==> config.mk <==
export PLATFORM = sky130hd
export DESIGN_NAME = flash_guard
export DESIGN_NICKNAME = d
export VERILOG_FILES = /design/src/rtl/flash_guard_pkg.sv /design/src/rtl/flash_guard_prot.sv /design/src/rtl/flash_guard_timer.sv /design/src/rtl/flash_guard_arb.sv /design/src/rtl/flash_guard.sv
export SDC_FILE = /design/constraint.sdc
export NUM_CORES = 1
export LEC_CHECK = 0
export ABC_AREA = 0
export BUFFER_PORTS_ARGS = -buffer_cell sky130_fd_sc_hd__buf_2
export CAP_MARGIN = 40
export CORE_UTILIZATION = 40
export DETAILED_ROUTE_END_ITERATION = 8
export MAX_ROUTING_LAYER = met4
export PLACE_DENSITY = 0.72
export SLEW_MARGIN = 20
export SYNTH_ARGS = -nofsm -noshare
export SYNTH_HDL_FRONTEND = slang
export SYNTH_HIERARCHICAL = 1
export SYNTH_SLANG_ARGS = --single-unit
==> constraint.sdc <==
create_clock -name clk -period 7.6 [get_ports clk]
set_input_delay 1.52 -clock clk [delete_from_list [all_inputs] [get_ports clk]]
set_output_delay 1.52 -clock clk [all_outputs]
set_load 0.05 [all_outputs]
==> src/rtl/flash_guard_pkg.sv <==
package flash_guard_pkg;

  typedef enum logic [3:0] {
    OP_WREN  = 4'd0,
    OP_WRDI  = 4'd1,
    OP_WRSR  = 4'd2,
    OP_SSE   = 4'd3,
    OP_SE    = 4'd4,
    OP_CE    = 4'd5,
    OP_PROG  = 4'd6,
    OP_PDOWN = 4'd7,
    OP_WAKE  = 4'd8
  } op_e;

  localparam int unsigned NUM_SLICES = 8;

  // Number of protected 64 KB slices for a protect level.
  function automatic logic [3:0] slice_count(input logic [2:0] lvl);
    logic [3:0] n;
    if (lvl == 3'd0)      n = 4'd0;
    else if (lvl[2])      n = 4'(NUM_SLICES);
    else                  n = 4'd1 << (lvl[1:0] - 2'd1);
    return n;
  endfunction

  // True when a slice index falls in the protected region.
  function automatic logic slice_hit(input logic [2:0] slice,
                                     input logic [2:0] lvl,
                                     input logic       bottom);
    logic [3:0] n;
    logic       hit;
    n = slice_count(lvl);
    if (bottom) hit = ({1'b0, slice} < n);
    else        hit = ({1'b0, slice} >= (4'(NUM_SLICES) - n));
    return hit;
  endfunction

  // Operations that start a self-timed cycle.
  function automatic logic is_timed(input logic [3:0] op);
    return (op == OP_WRSR) || (op == OP_SSE) || (op == OP_SE) ||
           (op == OP_CE)   || (op == OP_PROG);
  endfunction

  function automatic logic is_addressed(input logic [3:0] op);
    return (op == OP_SSE) || (op == OP_SE) || (op == OP_PROG);
  endfunction

endpackage

==> src/rtl/flash_guard_prot.sv <==
module flash_guard_prot
  import flash_guard_pkg::*;
#(
  parameter int unsigned ADDR_W = 19
) (
  input  logic [ADDR_W-1:0] addr,
  input  logic [2:0]        lvl,
  input  logic              bottom,
  output logic              addr_hit,
  output logic              any_prot
);
  localparam int unsigned SLICE_MSB = ADDR_W - 1;

  logic [2:0] slice;
  logic       low_addr_unused;

  assign slice           = addr[SLICE_MSB -: 3];
  assign low_addr_unused = ^addr[SLICE_MSB-3:0];
  assign addr_hit        = slice_hit(slice, lvl, bottom);
  assign any_prot        = (slice_count(lvl) != 4'd0);

endmodule

==> src/rtl/flash_guard_timer.sv <==
module flash_guard_timer #(
  parameter int unsigned CNT_W = 8
) (
  input  logic             clk,
  input  logic             rst_n,
  input  logic             start,
  input  logic [CNT_W-1:0] load,
  output logic             busy,
  output logic             done
);
  logic [CNT_W-1:0] cnt_q;

  assign done = busy && (cnt_q == CNT_W'(1));

  always_ff @(posedge clk or negedge rst_n) begin
    if (!rst_n) begin
      busy  <= 1'b0;
      cnt_q <= '0;
    end else if (start) begin
      busy  <= 1'b1;
      cnt_q <= load;
    end else if (busy) begin
      cnt_q <= cnt_q - CNT_W'(1);
      if (done) busy <= 1'b0;
    end
  end


  busy_hold_chk: assert property (@(posedge clk) disable iff (!rst_n)
    (busy && !done) |=> busy);


  load_nonzero_chk: assert property (@(posedge clk) disable iff (!rst_n)
    start |-> (load != '0));

endmodule

==> src/rtl/flash_guard_arb.sv <==
module flash_guard_arb
  import flash_guard_pkg::*;
(
  input  logic [3:0] op,
  input  logic       busy,
  input  logic       wel,
  input  logic       pdown,
  input  logic       lock_bit,
  input  logic       wp_n,
  input  logic       extra,
  input  logic       addr_hit,
  input  logic       any_prot,
  output logic       accept
);
  logic locked;
  assign locked = lock_bit && !wp_n;

  always_comb begin
    accept = 1'b0;
    if (pdown) begin
      accept = (op == OP_WAKE);
    end else if (op == OP_WAKE) begin
      accept = 1'b1;
    end else if (!busy) begin
      case (op)
        OP_WREN, OP_WRDI, OP_PDOWN: accept = 1'b1;
        OP_WRSR:                    accept = wel && !locked && !extra;
        OP_SSE, OP_SE, OP_PROG:     accept = wel && !addr_hit;
        OP_CE:                      accept = wel && !any_prot;
        default:                    accept = 1'b0;
      endcase
    end
  end

endmodule

==> src/rtl/flash_guard.sv <==
module flash_guard
  import flash_guard_pkg::*;
#(
  parameter int unsigned ADDR_W   = 19,
  parameter int unsigned WRSR_CYC = 20,
  parameter int unsigned SSE_CYC  = 40,
  parameter int unsigned SE_CYC   = 80,
  parameter int unsigned CE_CYC   = 160,
  parameter int unsigned PROG_CYC = 30
) (
  input  logic              clk,
  input  logic              rst_n,
  input  logic              req_valid,
  input  logic [3:0]        req_op,
  input  logic [ADDR_W-1:0] req_addr,
  input  logic [7:0]        req_data,
  input  logic              req_extra,
  input  logic              req_wp_n,
  output logic [7:0]        status_o,
  output logic              grant_o,
  output logic              reject_o,
  output logic              pdown_o
);
  localparam int unsigned MAX_A   = (WRSR_CYC > SSE_CYC) ? WRSR_CYC : SSE_CYC;
  localparam int unsigned MAX_B   = (SE_CYC > CE_CYC) ? SE_CYC : CE_CYC;
  localparam int unsigned MAX_C   = (MAX_A > MAX_B) ? MAX_A : MAX_B;
  localparam int unsigned MAX_CYC = (MAX_C > PROG_CYC) ? MAX_C : PROG_CYC;
  localparam int unsigned CNT_W   = $clog2(MAX_CYC + 1);

  logic             wel_q, tb_q, lock_q, pd_q, grant_q, reject_q;
  logic [2:0]       lvl_q;
  logic             busy, op_done, accept, addr_hit, any_prot, start;
  logic             take;
  logic [CNT_W-1:0] dur;
  logic             data_unused;

  assign data_unused = req_data[6] ^ req_data[1] ^ req_data[0];

  flash_guard_prot #(.ADDR_W(ADDR_W)) u_prot (
    .addr     (req_addr),
    .lvl      (lvl_q),
    .bottom   (tb_q),
    .addr_hit (addr_hit),
    .any_prot (any_prot)
  );

  flash_guard_arb u_arb (
    .op       (req_op),
    .busy     (busy),
    .wel      (wel_q),
    .pdown    (pd_q),
    .lock_bit (lock_q),
    .wp_n     (req_wp_n),
    .extra    (req_extra),
    .addr_hit (addr_hit),
    .any_prot (any_prot),
    .accept   (accept)
  );

  always_comb begin
    case (req_op)
      OP_WRSR: dur = CNT_W'(WRSR_CYC);
      OP_SSE:  dur = CNT_W'(SSE_CYC);
      OP_SE:   dur = CNT_W'(SE_CYC);
      OP_CE:   dur = CNT_W'(CE_CYC);
      default: dur = CNT_W'(PROG_CYC);
    endcase
  end

  assign take  = req_valid && accept;
  assign start = take && is_timed(req_op);

  flash_guard_timer #(.CNT_W(CNT_W)) u_timer (
    .clk   (clk),
    .rst_n (rst_n),
    .start (start),
    .load  (dur),
    .busy  (busy),
    .done  (op_done)
  );

  always_ff @(posedge clk or negedge rst_n) begin
    if (!rst_n) begin
      wel_q    <= 1'b0;
      lvl_q    <= 3'd0;
      tb_q     <= 1'b0;
      lock_q   <= 1'b0;
      pd_q     <= 1'b0;
      grant_q  <= 1'b0;
      reject_q <= 1'b0;
    end else begin
      grant_q  <= take;
      reject_q <= req_valid && !accept;
      if (op_done) wel_q <= 1'b0;
      if (take) begin
        case (req_op)
          OP_WREN:  wel_q <= 1'b1;
          OP_WRDI:  wel_q <= 1'b0;
          OP_WRSR: begin
            lvl_q  <= req_data[4:2];
            tb_q   <= req_data[5];
            lock_q <= req_data[7];
          end
          OP_PDOWN: pd_q <= 1'b1;
          OP_WAKE:  pd_q <= 1'b0;
          default:  ;
        endcase
      end
    end
  end

  assign status_o = {lock_q, 1'b0, tb_q, lvl_q, wel_q, busy};
  assign grant_o  = grant_q;
  assign reject_o = reject_q;
  assign pdown_o  = pd_q;


  grant_reject_excl_chk: assert property (@(posedge clk) disable iff (!rst_n)
    !(grant_o && reject_o));


  pulse_source_chk: assert property (@(posedge clk) disable iff (!rst_n)
    req_valid |=> (grant_o || reject_o));


  latch_drop_chk: assert property (@(posedge clk) disable iff (!rst_n)
    $fell(status_o[0]) |-> !status_o[1]);


  lock_hold_chk: assert property (@(posedge clk) disable iff (!rst_n)
    (req_valid && req_op == OP_WRSR && lock_q && !req_wp_n)
      |=> (reject_o && $stable(status_o[7:2])));


  prot_addr_chk: assert property (@(posedge clk) disable iff (!rst_n)
    (req_valid && is_addressed(req_op) && addr_hit && !status_o[0])
      |=> (reject_o && $stable(status_o[1])));


  chip_erase_chk: assert property (@(posedge clk) disable iff (!rst_n)
    (req_valid && req_op == OP_CE && lvl_q != 3'd0) |=> reject_o);


  busy_refuse_chk: assert property (@(posedge clk) disable iff (!rst_n)
    (req_valid && status_o[0] && req_op != OP_WAKE)
      |=> (reject_o && $stable(status_o[7:2])));


  pdown_refuse_chk: assert property (@(posedge clk) disable iff (!rst_n)
    (req_valid && pd_q && req_op != OP_WAKE) |=> reject_o);

endmodule

==> summary.md <==
| Metric | Value |
|---|---|
| Outcome | completed |
| Share of layout cells above drive strength 1 | 32.50% |
| Number of port buffers | 26 |
| DP Area | 1441 sq um |
| Core box area | 3103 sq um |
| EDFF count, synth | 0 |
| Post-CTS setup buffer count | 0 |
| Clock edge transition at the registers on the reported setup and hold paths | 110 ps |
| Syn avg cell area | 9.611 sq um |
| Placer congestion estimate | 0.8561 |
| Worst-path cell chain | buf_2 -> ha_1 -> nand2b_1 -> a211o_2 -> a22o_1 -> mux2i_1 -> o211ai_1 -> o211ai_1 -> nand2_4 -> nor4_2 -> buf_2 -> inv_1 -> nor2_1 -> a31oi_1 |
| Hold Buf Count CTS | 0 |
| Die Width | 59.58 um |
| DR WL met2 | 1.306 mm |
| Wire length on met1 | 1.240 mm |
| CTS Sinks | 18 |
| Area contributors post-synth | dfrtp_1 34%, ha_1 6.6%, mux2_4 5.7% |
| Reg-to-reg endpoint | u_timer/cnt_q[3] |
| Fin Setup TNS | 0 ps |
| N_diodes | 0 |
| CP arrival | 4180 ps |
| Initial DRC count | 53 |
| Core Rows | 20 |
| Number of I/O pins | 47 |
| Worst Path Required | 7770 ps |
| Initial antenna violation count | 0 |
| Commonest cells after routing, fill and taps aside | 27 x buf_2, 18 x dfrtp_1, 11 x nand2_1 |
| Cell Pwr Density | 253.4 nW/um^2 |
| CP endpoint kind | register |
| DR DRC count | 0 |
| Post-synth ARST share | 100.0% |
| Non-Filler Instances | 204 |
| Leading area contributor after synthesis | dfrtp_1 |
| Cells on worst reg2reg path | 14 |
| Largest net degree at the start of global routing | 19 |
| Cells after DPL | 199 |
| Tot Pwr | 375.7 uW |
| Met3 wire len | 97 um |
| Starting Density | 42.74% |
| Worst setup path class | in2reg |
| Final hold viol count | 0 |
| Total wire length | 2.668 mm |
| Main flop type after synthesis | dfrtp_1 |
| Fin crit period | 4004 ps |
| Total CTS buffers | 3 |
| Vias per std cell | 5.363 |
| Seq cells post-synth | 18 |
| Routed WL per cell | 13.08 um |
| Clock root buffer master | clkbuf_4 |
| Vias in the first global route | 1,013 |
| Via count | 1,094 |
| Finished Cell Area | 1483 sq um |
| Pre-antenna DRT Iters | 4 |
| Mapped Cells | 138 |
| Pleak | 0.0006955 uW |
| Worst setup startpoint | req_addr[17] |
| Post-synthesis sequential area ratio | 33.96% |
| P&R area growth vs syn | 11.79% |
| Final net count | 204 |
| Routed Antenna Nets | 0 |
| CTS Buffer Depth | 2 |
| Critical Path Stages | 14 |
| CP max stage delay | 380 ps |
| Net switching power | 153.2 uW |
| Congestion Overflow GR | 0 |
| Unrepaired setup endpoints after global routing | no |
| Clk_skew | 4.881 ps |
| CP startpoint kind | input port |
| Combinational power share | 42.2% |
| Reg2Reg Setup Slack | 3950 ps |
| Synth warn | 6 |
| Internal power | 222.5 uW |
| Yosys top cell area share | 33.96% |
| Hpwl dp | 1.910 mm |
| Netlist Area Pre-Place | 1326 sq um |
| Die Ht | 59.58 um |
| CTS tree | done |
| Yosys cell types | 47 |
| Sequential power share | 42.0% |
| Die area | 3550 sq um |
| Max Cap Violations | 0 |
| Commonest non-fill, non-tap cell in the layout | buf_2 |
| VDD IR max | 0.06970 mV |
| Switching share of power | 40.77% |
| Final worst-path cycle share | 52.68% |
| GRT Overall Usage | 16.81% |
| F_max | 0.2498 GHz |
| CP delay by family, top | compound AO/OA/AOI/OAI gates |
| Slew Limit Fails | 0 |
| Crit path buffers/inverters | 3 |
| Uppermost layer routed | met4 |
| First-pass GRT wire length | 4.312 mm |
| Post_cts resized | 0 |
| Final Setup Violations | 0 |
| H-Tree Depth | 1 |
| Worst hold path class | reg2reg |
| Crit-path slowest cell | nor4_2 |
| Critical path destination | u_timer/cnt_q[3] |
| Critical path peak fanout | 11 |
| Worst R2R Start | lvl_q[2] |
| Worst-Skew Late Latency | 290 ps |
| Clk pwr share | 15.7% |
==> sequential cells by signal, summed over array words and instances (netlist names) <==
signal and flops:
pdown_o 1, lvl_q 3, u_timer/cnt_q 8, reject_o 1
lock_q 1, wel_q 1, grant_o 1, tb_q 1
u_timer/busy 1
==> power groups by stage <==
| stage | sequential (uW) | clock, uW | combinational [uW] |
|---|---|---|---|
| 3_5_place_dp | 158 | 0 | 156 |
| 2_1_floorplan | 158 | 0 | 122 |
| 5_1_grt | 162 | 64.3 | 176 |
| 4_1_cts | 157 | 61.3 | 158 |
| 6_report | 158 | 59.1 | 159 |
| 3_3_place_gp | 155 | 0 | 149 |
==> per-stage QoR <==
step,hold slack (ps),util [%],setup WS [ps]
4_1_cts,552.3,47.62,3255
3_3_place_gp,525.6,46.45,3002
2_1_floorplan,502.2,-,3741
6_report,546.3,47.78,3596
5_1_grt,586.1,47.78,3400
3_5_place_dp,524.3,46.45,2929
==> layout make-up <==
cell class                 count  area [sq um]
sequential                    18         450.4
clock buffer                   4         36.28
inverter                      10         37.54
multi-input combinational    101         768.2
timing repair buffer          27         135.1
fill                         304          1620
tap                           44         55.05
==> synthesized netlist by cell type, drive strengths merged, types with 3 or more instances <==
| cell | instances |
|---|---|
| a31oi | 3 |
| o211ai | 4 |
| xnor2 | 3 |
| nor2 | 10 |
| or4 | 4 |
| inv | 10 |
| nand2b | 3 |
| buf | 8 |
| nor3b | 3 |
| nor2b | 5 |
| o21ai | 8 |
| ha | 7 |
| dfrtp | 18 |
| nand2 | 12 |
| or3b | 3 |
| or3 | 3 |
| mux2 | 6 |
==> layer usage <==
layer / GRT usage, % / up-vias
li1: - / 532
met1: 19.70 / 519
met3: 3.275 / 4
met4: 7.309 / 0
met5: - / -
met2: 27.93 / 39
==> kinds of logic after synthesis <==
kind of cell | share of synthesized area (%)
other | 0.2827
XOR/XNOR | 2.642
AND/OR/NAND/NOR | 26.60
adder cells (fa/ha/maj) | 6.603
buffers and inverters | 8.868
AO/OA/AOI/OAI | 13.02
flip-flops | 33.96
multiplexers | 8.019
==> worst register-to-register path: stages (launching register included) <==
cell	delay, ps
dfrtp_1	470
or3b_2	510
ha_1	300
nand2b_1	60
a211o_2	290
a22o_1	200
mux2i_1	130
o211ai_1	90
o211ai_1	370
nand2_4	110
nor4_2	380
buf_2	280
inv_1	150
nor2_1	140
a31oi_1	60
==> worst min-delay path by stage <==
stage,from,end,slack (ps),cells past startpoint
after detailed placement,lock_q,lock_q,520,1
after global placement,lock_q,lock_q,530,1
after CTS,lock_q,lock_q,550,1
final,lock_q,lock_q,550,1
after global routing,lock_q,lock_q,590,1
after floorplan,u_timer/cnt_q[7],u_timer/busy,500,2
Note: power is estimated with default switching activity, not from simulation.
